[src/rtl/cc_array_pkg.sv]
package cc_array_pkg;

    localparam int CNT_W  = 16;
    localparam int ADDR_W = 4;

    localparam logic [ADDR_W-1:0] A_CTRL  = 4'd0;
    localparam logic [ADDR_W-1:0] A_COUNT = 4'd1;
    localparam logic [ADDR_W-1:0] A_FLAGS = 4'd2;
    localparam int                A_CH_BASE = 4;
    localparam int                OVF_BIT   = 15;

    typedef enum logic [2:0] {
        MODE_OFF  = 3'd0,
        MODE_CAPT = 3'd1,
        MODE_SWT  = 3'd2,
        MODE_HSO  = 3'd3,
        MODE_FREQ = 3'd4,
        MODE_PWM  = 3'd5
    } chan_mode_e;

    typedef enum logic [1:0] {
        SRC_FULL  = 2'd0,
        SRC_DIV_A = 2'd1,
        SRC_DIV_B = 2'd2,
        SRC_EXT   = 2'd3
    } clk_src_e;

    // 8-bit channel configuration word
    typedef struct packed {
        logic [2:0] res;
        logic       fall_en;
        logic       rise_en;
        chan_mode_e mode;
    } chan_cfg_t;

    // low-bit mask of the PWM period for a resolution code
    function automatic logic [CNT_W-1:0] pwm_mask(input logic [2:0] res);
        case (res)
            3'd0:    return 16'h00FF;
            3'd1:    return 16'h01FF;
            3'd2:    return 16'h03FF;
            3'd3:    return 16'h07FF;
            default: return 16'hFFFF;
        endcase
    endfunction

endpackage

[src/rtl/cc_prescale.sv]
module cc_prescale
    import cc_array_pkg::*;
#(
    parameter int DIV_A = 4,
    parameter int DIV_B = 12
) (
    input  logic     clk,
    input  logic     rst,
    input  logic     run,
    input  clk_src_e src,
    input  logic     ext_evt,
    output logic     tick
);

    localparam int DMAX = (DIV_A > DIV_B) ? DIV_A : DIV_B;
    localparam int DW   = $clog2(DMAX + 1);

    logic [DW-1:0] div_q;
    logic [DW-1:0] lim;
    logic          ext_q, ext_p;

    always_comb begin
        lim = (src == SRC_DIV_A) ? DW'(DIV_A - 1) : DW'(DIV_B - 1);
    end

    always_ff @(posedge clk) begin
        if (rst) begin
            div_q <= '0;
            ext_q <= 1'b0;
            ext_p <= 1'b0;
        end else begin
            ext_q <= ext_evt;
            ext_p <= ext_q;
            if (!run || div_q >= lim) begin
                div_q <= '0;
            end else begin
                div_q <= div_q + 1'b1;
            end
        end
    end

    always_comb begin
        case (src)
            SRC_FULL:             tick = run;
            SRC_DIV_A, SRC_DIV_B: tick = run && (div_q == lim);
            SRC_EXT:              tick = run && ext_q && !ext_p;
            default:              tick = 1'b0;
        endcase
    end

endmodule

[src/rtl/cc_timebase.sv]
module cc_timebase
    import cc_array_pkg::*;
(
    input  logic             clk,
    input  logic             rst,
    input  logic             tick,
    input  logic             load,
    input  logic [CNT_W-1:0] load_val,
    output logic [CNT_W-1:0] cnt,
    output logic             wrap
);

    always_ff @(posedge clk) begin
        if (rst) begin
            cnt <= '0;
        end else if (load) begin
            cnt <= load_val;
        end else if (tick) begin
            cnt <= cnt + 1'b1;
        end
    end

    assign wrap = tick && !load && (cnt == '1);

endmodule

[src/rtl/cc_channel.sv]
module cc_channel
    import cc_array_pkg::*;
(
    input  logic             clk,
    input  logic             rst,
    input  logic             tick,
    input  logic [CNT_W-1:0] cnt,
    input  logic             cfg_we,
    input  chan_cfg_t        cfg_in,
    input  logic             reg_we,
    input  logic [CNT_W-1:0] reg_in,
    input  logic             pin_in,
    output chan_cfg_t        cfg,
    output logic [CNT_W-1:0] ccr,
    output logic             pin_out,
    output logic             event_o
);

    logic             in_q, in_p;
    logic             rise, fall;
    logic [CNT_W-1:0] act_q;
    logic [CNT_W-1:0] mask;
    logic             hit_full, hit_low, roll, capt;

    always_comb begin
        rise     = in_q && !in_p;
        fall     = !in_q && in_p;
        mask     = pwm_mask(cfg.res);
        hit_full = tick && (cnt == ccr);
        hit_low  = tick && (cnt[7:0] == ccr[7:0]);
        roll     = tick && ((cnt & mask) == mask);
        capt     = (cfg.mode == MODE_CAPT) &&
                   ((rise && cfg.rise_en) || (fall && cfg.fall_en));
        case (cfg.mode)
            MODE_CAPT:          event_o = capt;
            MODE_SWT, MODE_HSO: event_o = hit_full;
            MODE_FREQ:          event_o = hit_low;
            default:            event_o = 1'b0;
        endcase
    end

    always_ff @(posedge clk) begin
        if (rst) begin
            in_q    <= 1'b0;
            in_p    <= 1'b0;
            cfg     <= '{res: 3'd0, fall_en: 1'b0, rise_en: 1'b0, mode: MODE_OFF};
            ccr     <= '0;
            act_q   <= '0;
            pin_out <= 1'b0;
        end else begin
            in_q <= pin_in;
            in_p <= in_q;

            if (cfg_we) begin
                cfg <= cfg_in;
            end

            if (reg_we) begin
                ccr <= reg_in;
            end else if (capt) begin
                ccr <= cnt;
            end else if (cfg.mode == MODE_FREQ && hit_low) begin
                ccr[7:0] <= ccr[7:0] + ccr[15:8];
            end

            if (cfg.mode == MODE_PWM && roll) begin
                act_q <= ccr;
            end

            if (cfg_we) begin
                pin_out <= 1'b0;
            end else begin
                case (cfg.mode)
                    MODE_HSO, MODE_FREQ: if (event_o) pin_out <= !pin_out;
                    MODE_PWM:            pin_out <= (cnt & mask) < (act_q & mask);
                    default:             pin_out <= 1'b0;
                endcase
            end
        end
    end

endmodule

[src/rtl/cc_array.sv]
module cc_array
    import cc_array_pkg::*;
#(
    parameter int NCH   = 3,
    parameter int DIV_A = 4,
    parameter int DIV_B = 12
) (
    input  logic              clk,
    input  logic              rst,
    input  logic              wr_en,
    input  logic [ADDR_W-1:0] addr,
    input  logic [CNT_W-1:0]  wr_data,
    output logic [CNT_W-1:0]  rd_data,
    input  logic              ext_evt,
    input  logic [NCH-1:0]    ch_in,
    output logic [NCH-1:0]    ch_out
);

    localparam int PAD_W = OVF_BIT - NCH;

    logic             run_q;
    clk_src_e         src_q;
    logic             ovf_flag;
    logic [NCH-1:0]   ch_flag;
    logic             tick, wrap;
    logic [CNT_W-1:0] cnt_q;
    logic             wr_ctrl, wr_count, wr_flags;
    chan_cfg_t        cfg_wr;
    chan_cfg_t        cfg_q [NCH];
    logic [CNT_W-1:0] ccr_q [NCH];
    logic [NCH-1:0]   ev_v;

    always_comb begin
        wr_ctrl  = wr_en && (addr == A_CTRL);
        wr_count = wr_en && (addr == A_COUNT);
        wr_flags = wr_en && (addr == A_FLAGS);
        cfg_wr   = '{res: wr_data[7:5], fall_en: wr_data[4], rise_en: wr_data[3],
                     mode: chan_mode_e'(wr_data[2:0])};
    end

    cc_prescale #(.DIV_A(DIV_A), .DIV_B(DIV_B)) u_pre (
        .clk     (clk),
        .rst     (rst),
        .run     (run_q),
        .src     (src_q),
        .ext_evt (ext_evt),
        .tick    (tick)
    );

    cc_timebase u_tb (
        .clk      (clk),
        .rst      (rst),
        .tick     (tick),
        .load     (wr_count),
        .load_val (wr_data),
        .cnt      (cnt_q),
        .wrap     (wrap)
    );

    for (genvar k = 0; k < NCH; k++) begin : g_chan
        cc_channel u_ch (
            .clk     (clk),
            .rst     (rst),
            .tick    (tick),
            .cnt     (cnt_q),
            .cfg_we  (wr_en && (addr == ADDR_W'(A_CH_BASE + 2 * k))),
            .cfg_in  (cfg_wr),
            .reg_we  (wr_en && (addr == ADDR_W'(A_CH_BASE + 2 * k + 1))),
            .reg_in  (wr_data),
            .pin_in  (ch_in[k]),
            .cfg     (cfg_q[k]),
            .ccr     (ccr_q[k]),
            .pin_out (ch_out[k]),
            .event_o (ev_v[k])
        );
    end

    always_ff @(posedge clk) begin
        if (rst) begin
            run_q    <= 1'b0;
            src_q    <= SRC_FULL;
            ovf_flag <= 1'b0;
            ch_flag  <= '0;
        end else begin
            if (wr_ctrl) begin
                run_q <= wr_data[0];
                src_q <= clk_src_e'(wr_data[2:1]);
            end
            ovf_flag <= wrap || (ovf_flag && !(wr_flags && wr_data[OVF_BIT]));
            ch_flag  <= ev_v | (ch_flag & ~(wr_flags ? wr_data[NCH-1:0] : '0));
        end
    end

    always_comb begin
        rd_data = '0;
        case (addr)
            A_CTRL:  rd_data = {13'd0, src_q, run_q};
            A_COUNT: rd_data = cnt_q;
            A_FLAGS: rd_data = {ovf_flag, {PAD_W{1'b0}}, ch_flag};
            default: rd_data = '0;
        endcase
        for (int i = 0; i < NCH; i++) begin
            if (addr == ADDR_W'(A_CH_BASE + 2 * i)) begin
                rd_data = {8'd0, cfg_q[i]};
            end
            if (addr == ADDR_W'(A_CH_BASE + 2 * i + 1)) begin
                rd_data = ccr_q[i];
            end
        end
    end

endmodule

[config.mk]
export PLATFORM = sky130hd
export DESIGN_NAME = cc_array
export DESIGN_NICKNAME = d
export VERILOG_FILES = /design/src/rtl/cc_array_pkg.sv /design/src/rtl/cc_prescale.sv /design/src/rtl/cc_timebase.sv /design/src/rtl/cc_channel.sv /design/src/rtl/cc_array.sv
export SDC_FILE = /design/constraint.sdc
export NUM_CORES = 1
export LEC_CHECK = 0
export BUFFER_PORTS_ARGS = -buffer_cell sky130_fd_sc_hd__buf_4
export CAP_MARGIN = 10
export CORE_UTILIZATION = 50
export DETAILED_ROUTE_END_ITERATION = 10
export PLACE_DENSITY = 0.67
export REMOVE_ABC_BUFFERS = 1
export SYNTH_ARGS = -nofsm -noshare
export SYNTH_HDL_FRONTEND = slang
export SYNTH_HIERARCHICAL = 1
export SYNTH_SLANG_ARGS = --single-unit
[constraint.sdc]
create_clock -name clk -period 7 [get_ports clk]
set_clock_uncertainty 0.2 [all_clocks]
set_input_delay 0.7 -clock clk [delete_from_list [all_inputs] [get_ports clk]]
set_output_delay 0.7 -clock clk [all_outputs]
set_load 0.01 [all_outputs]
==> impl_metrics.json <==
{
  "yosys_register_bits": 158,
  "antenna_found_initial": 1,
  "io_buffers": 45,
  "rsz0062_at_grt": "no",
  "grt_pass1_wl_mm": 53.97,
  "num_vias": 10270,
  "seq_area_frac_synth_pct": 28.72,
  "gp_congestion": 0.9188,
  "final_layout_size_suffix_gt1_share_pct": 9.776,
  "fp.dieW_um": 150.4,
  "synthDistinctLibCells": 85,
  "power_density_nw_per_um2": 166.9,
  "worstPathArrival_ps": 3550,
  "rows": 53,
  "synth_warnings": 6,
  "setup_slack_ps": 3530,
  "synth_edf_count": 0,
  "ios": 46,
  "criticalPathCategory": "flop to flop",
  "finalSetupTns_ps": 0,
  "min_period_ps": 3470,
  "viasPerCell": 6.197,
  "clock_latency_ps": 430,
  "endpoint_kind": "flop",
  "cts_made_buffers": 17,
  "final_nets": 1471,
  "post_drt_wl_per_cell_um": 21.16,
  "ys.flop_type": "dfxtp_1",
  "htreeDepth": 4,
  "fmax_ghz": 0.2882,
  "post_cts_buffers": 0,
  "clk_path_buf_depth": 2,
  "clockRootBuffer": "clkbuf_16",
  "r2r-end": "g_chan[2].u_ch/act_q[1]",
  "outcome": "finished clean",
  "wl_mm": 35.07,
  "drv_cap": 0,
  "ff2ff_setup_slack_ps": 3530,
  "multi_input_area_sq_um": 7226,
  "drt_iter0_drc": 1170,
  "synth_area_sq_um": 11010,
  "firstDrtPassIters": 5,
  "p_leak_uw": 0.004627,
  "grt_pass1_vias": 9452,
  "hp-start": "u_pre/div_q[0]",
  "grt.total_usage_pct": 31.88,
  "cp.required_ps": 7080,
  "drtAntennaViolNets": 0,
  "grt_max_degree": 85,
  "clock-sinks": 158,
  "path_max_fanout": 16,
  "cts_tree": "built",
  "setup_viol": 0,
  "hold_buffers": 0,
  "maxSlewViolCount": 0,
  "core-area_sq_um": 21290,
  "final_cells": 1657,
  "maxSlewHeadroom_pct": 17.01,
  "area.growth.synth_to_final_pct": 8.975,
  "finalHoldWorstSlack_ps": 267.1,
  "ir_drop_mv": 0.1522,
  "dp_hpwl_mm": 23.60,
  "die-height_um": 150.4,
  "crit_path_start_kind": "flop",
  "pre_cts_ws_ps": 3581,
  "hold_class": "flop to flop",
  "min_path_cells": 1,
  "synthArstFlopShare_pct": 0,
  "placed_cells": 1625,
  "ctsResizeCount": 0,
  "worstReg2RegStart": "src_q[1]",
  "avgSynthCellArea_sq_um": 8.105,
  "min_to": "u_pre/div_q[0]",
  "grt_overflow_total": 0,
  "reg2reg_depth": 11,
  "fillerInstances": 1990,
  "synth_cells": 1359,
  "final-hold-violation-count": 0,
  "initial_utilization_pct": 51.74,
  "fp.dieArea_sq_um": 22630,
  "period_share_pct": 49.57,
  "tightest_slew_ps": 1243,
  "cts.clk_slew.worst_paths_ps": 70,
  "drc": 0,
  "register_area_sq_um": 3163
}
[placed cells by master (no fill, tap or decap), drive strengths merged, types with 10 or more instances in the layout]
| cell | instances |
|---|---|
| nand4 | 19 |
| mux2i | 99 |
| nor4 | 12 |
| a2111oi | 14 |
| nor3 | 17 |
| dfxtp | 158 |
| nand3 | 26 |
| xor2 | 47 |
| o21ai | 56 |
| xnor2 | 21 |
| inv | 61 |
| nand2 | 135 |
| nor2b | 37 |
| clkbuf | 18 |
| nand2b | 21 |
| buf | 63 |
| a21o | 10 |
| and2 | 18 |
| o31ai | 11 |
| a21oi | 129 |
| ha | 72 |
| nor2 | 176 |
| a211oi | 11 |
[layout make-up]
type	instances	area share, %
multi-input cells	1069	60.20
flip-flops and latches	158	26.35
repair buffers	63	3.940
clock buffers	18	3.576
well taps	275	2.867
inverters	60	1.876
clock inverters	13	1.168
diodes	1	0.02085
[report_power, final]
group / switching [uW] / leakage (uW) / internal [uW]
registers: 20.3 / 0.00128 / 908
logic: 100 / 0.00307 / 52.6
clock network: 398 / 0.000280 / 525
total: 519 / 0.00463 / 1480
[sequential cells by signal, indices dropped and copies added (netlist names)]
register,cells
u_pre/ext_q,1
g_chan.u_ch/ccr,48
run_q,1
ovf_flag,1
g_chan.u_ch/pin_out,3
src_q,2
u_pre/ext_p,1
ch_flag,3
g_chan.u_ch/act_q,48
u_tb/cnt,16
u_pre/div_q,4
g_chan.u_ch/cfg,24
g_chan.u_ch/in_p,3
g_chan.u_ch/in_q,3
[critical path, cell delays in order (launching register included)]
cell      delay, ps
dfxtp_1         380
inv_1            80
ha_1            180
ha_1            280
nand4b_1        110
a21boi_1        170
buf_4           290
nand2_1          80
nor4_1          320
and3_1          880
mux2i_1         270
nor2_1           60
[per-layer routing]
metal	track usage [%]	vias to the layer above	share of wire (%)
met5	0	-	0
met2	48.04	492	43
met1	42.81	4836	43
met3	8.000	102	10
li1	-	4839	-
met4	13.94	0	3.9
[through the flow]
step	instance area [sq um]	util [%]	total power, uW
floorplan	10610	-	1009
global placement	11430	53.70	1093
detailed placement	11430	53.70	1095
CTS	12000	56.37	2012
global route	12000	56.37	2064
finish	12000	56.39	2004
[synthesized netlist by cell type (5+ instances only)]
library cell | instances | share of area (%)
a2111oi_1 | 6 | 0.55
a211o_1 | 9 | 0.72
a211oi_1 | 10 | 0.68
a21o_1 | 10 | 0.68
a21oi_1 | 125 | 5.7
a221o_1 | 5 | 0.45
a311oi_1 | 7 | 0.56
a31oi_1 | 7 | 0.40
and2_1 | 18 | 1.0
and3_1 | 8 | 0.45
and4_1 | 5 | 0.40
buf_2 | 13 | 0.59
buf_4 | 10 | 0.68
buf_6 | 9 | 0.92
clkbuf_1 | 36 | 1.2
dfxtp_1 | 158 | 29
ha_1 | 72 | 8.2
inv_1 | 57 | 1.9
mux2_2 | 5 | 0.51
mux2i_1 | 99 | 9.0
nand2_1 | 135 | 4.6
nand2b_1 | 21 | 1.2
nand3_1 | 25 | 1.1
nand3b_1 | 5 | 0.34
nand4_1 | 16 | 0.91
nor2_1 | 175 | 6.0
nor2b_1 | 35 | 2.0
nor3_1 | 17 | 0.77
nor3b_1 | 6 | 0.41
nor4_1 | 12 | 0.68
nor4bb_1 | 5 | 0.45
o211ai_1 | 9 | 0.61
o21a_1 | 6 | 0.41
o21ai_0 | 37 | 1.7
o21ai_1 | 18 | 0.82
o22ai_1 | 5 | 0.28
o31ai_1 | 10 | 0.68
xnor2_1 | 21 | 1.7
xor2_1 | 47 | 3.7
[cells by family after synthesis]
| family | count (synthesis) | share of synthesized area [%] |
|---|---|---|
| buffers and inverters | 132 | 5.748 |
| multiplexers | 109 | 10.46 |
| AND/OR/NAND/NOR | 506 | 22.40 |
| flip-flops | 158 | 28.72 |
| AO/OA/AOI/OAI | 308 | 18.27 |
| XOR/XNOR | 68 | 5.407 |
| adder cells (fa/ha/maj) | 78 | 8.997 |
[how the worst max path moves through the flow]
| stage | depth (start not counted) | endpoint | start |
|---|---|---|---|
| floorplan | 10 | g_chan[0].u_ch/act_q[0] | src_q[1] |
| global placement | 11 | g_chan[0].u_ch/act_q[13] | src_q[1] |
| detailed placement | 11 | g_chan[0].u_ch/act_q[1] | src_q[1] |
| CTS | 11 | g_chan[0].u_ch/act_q[0] | src_q[1] |
| global route | 11 | g_chan[0].u_ch/act_q[1] | src_q[1] |
| finish | 11 | g_chan[2].u_ch/act_q[1] | src_q[1] |
Power figures use the tool's default switching activity.
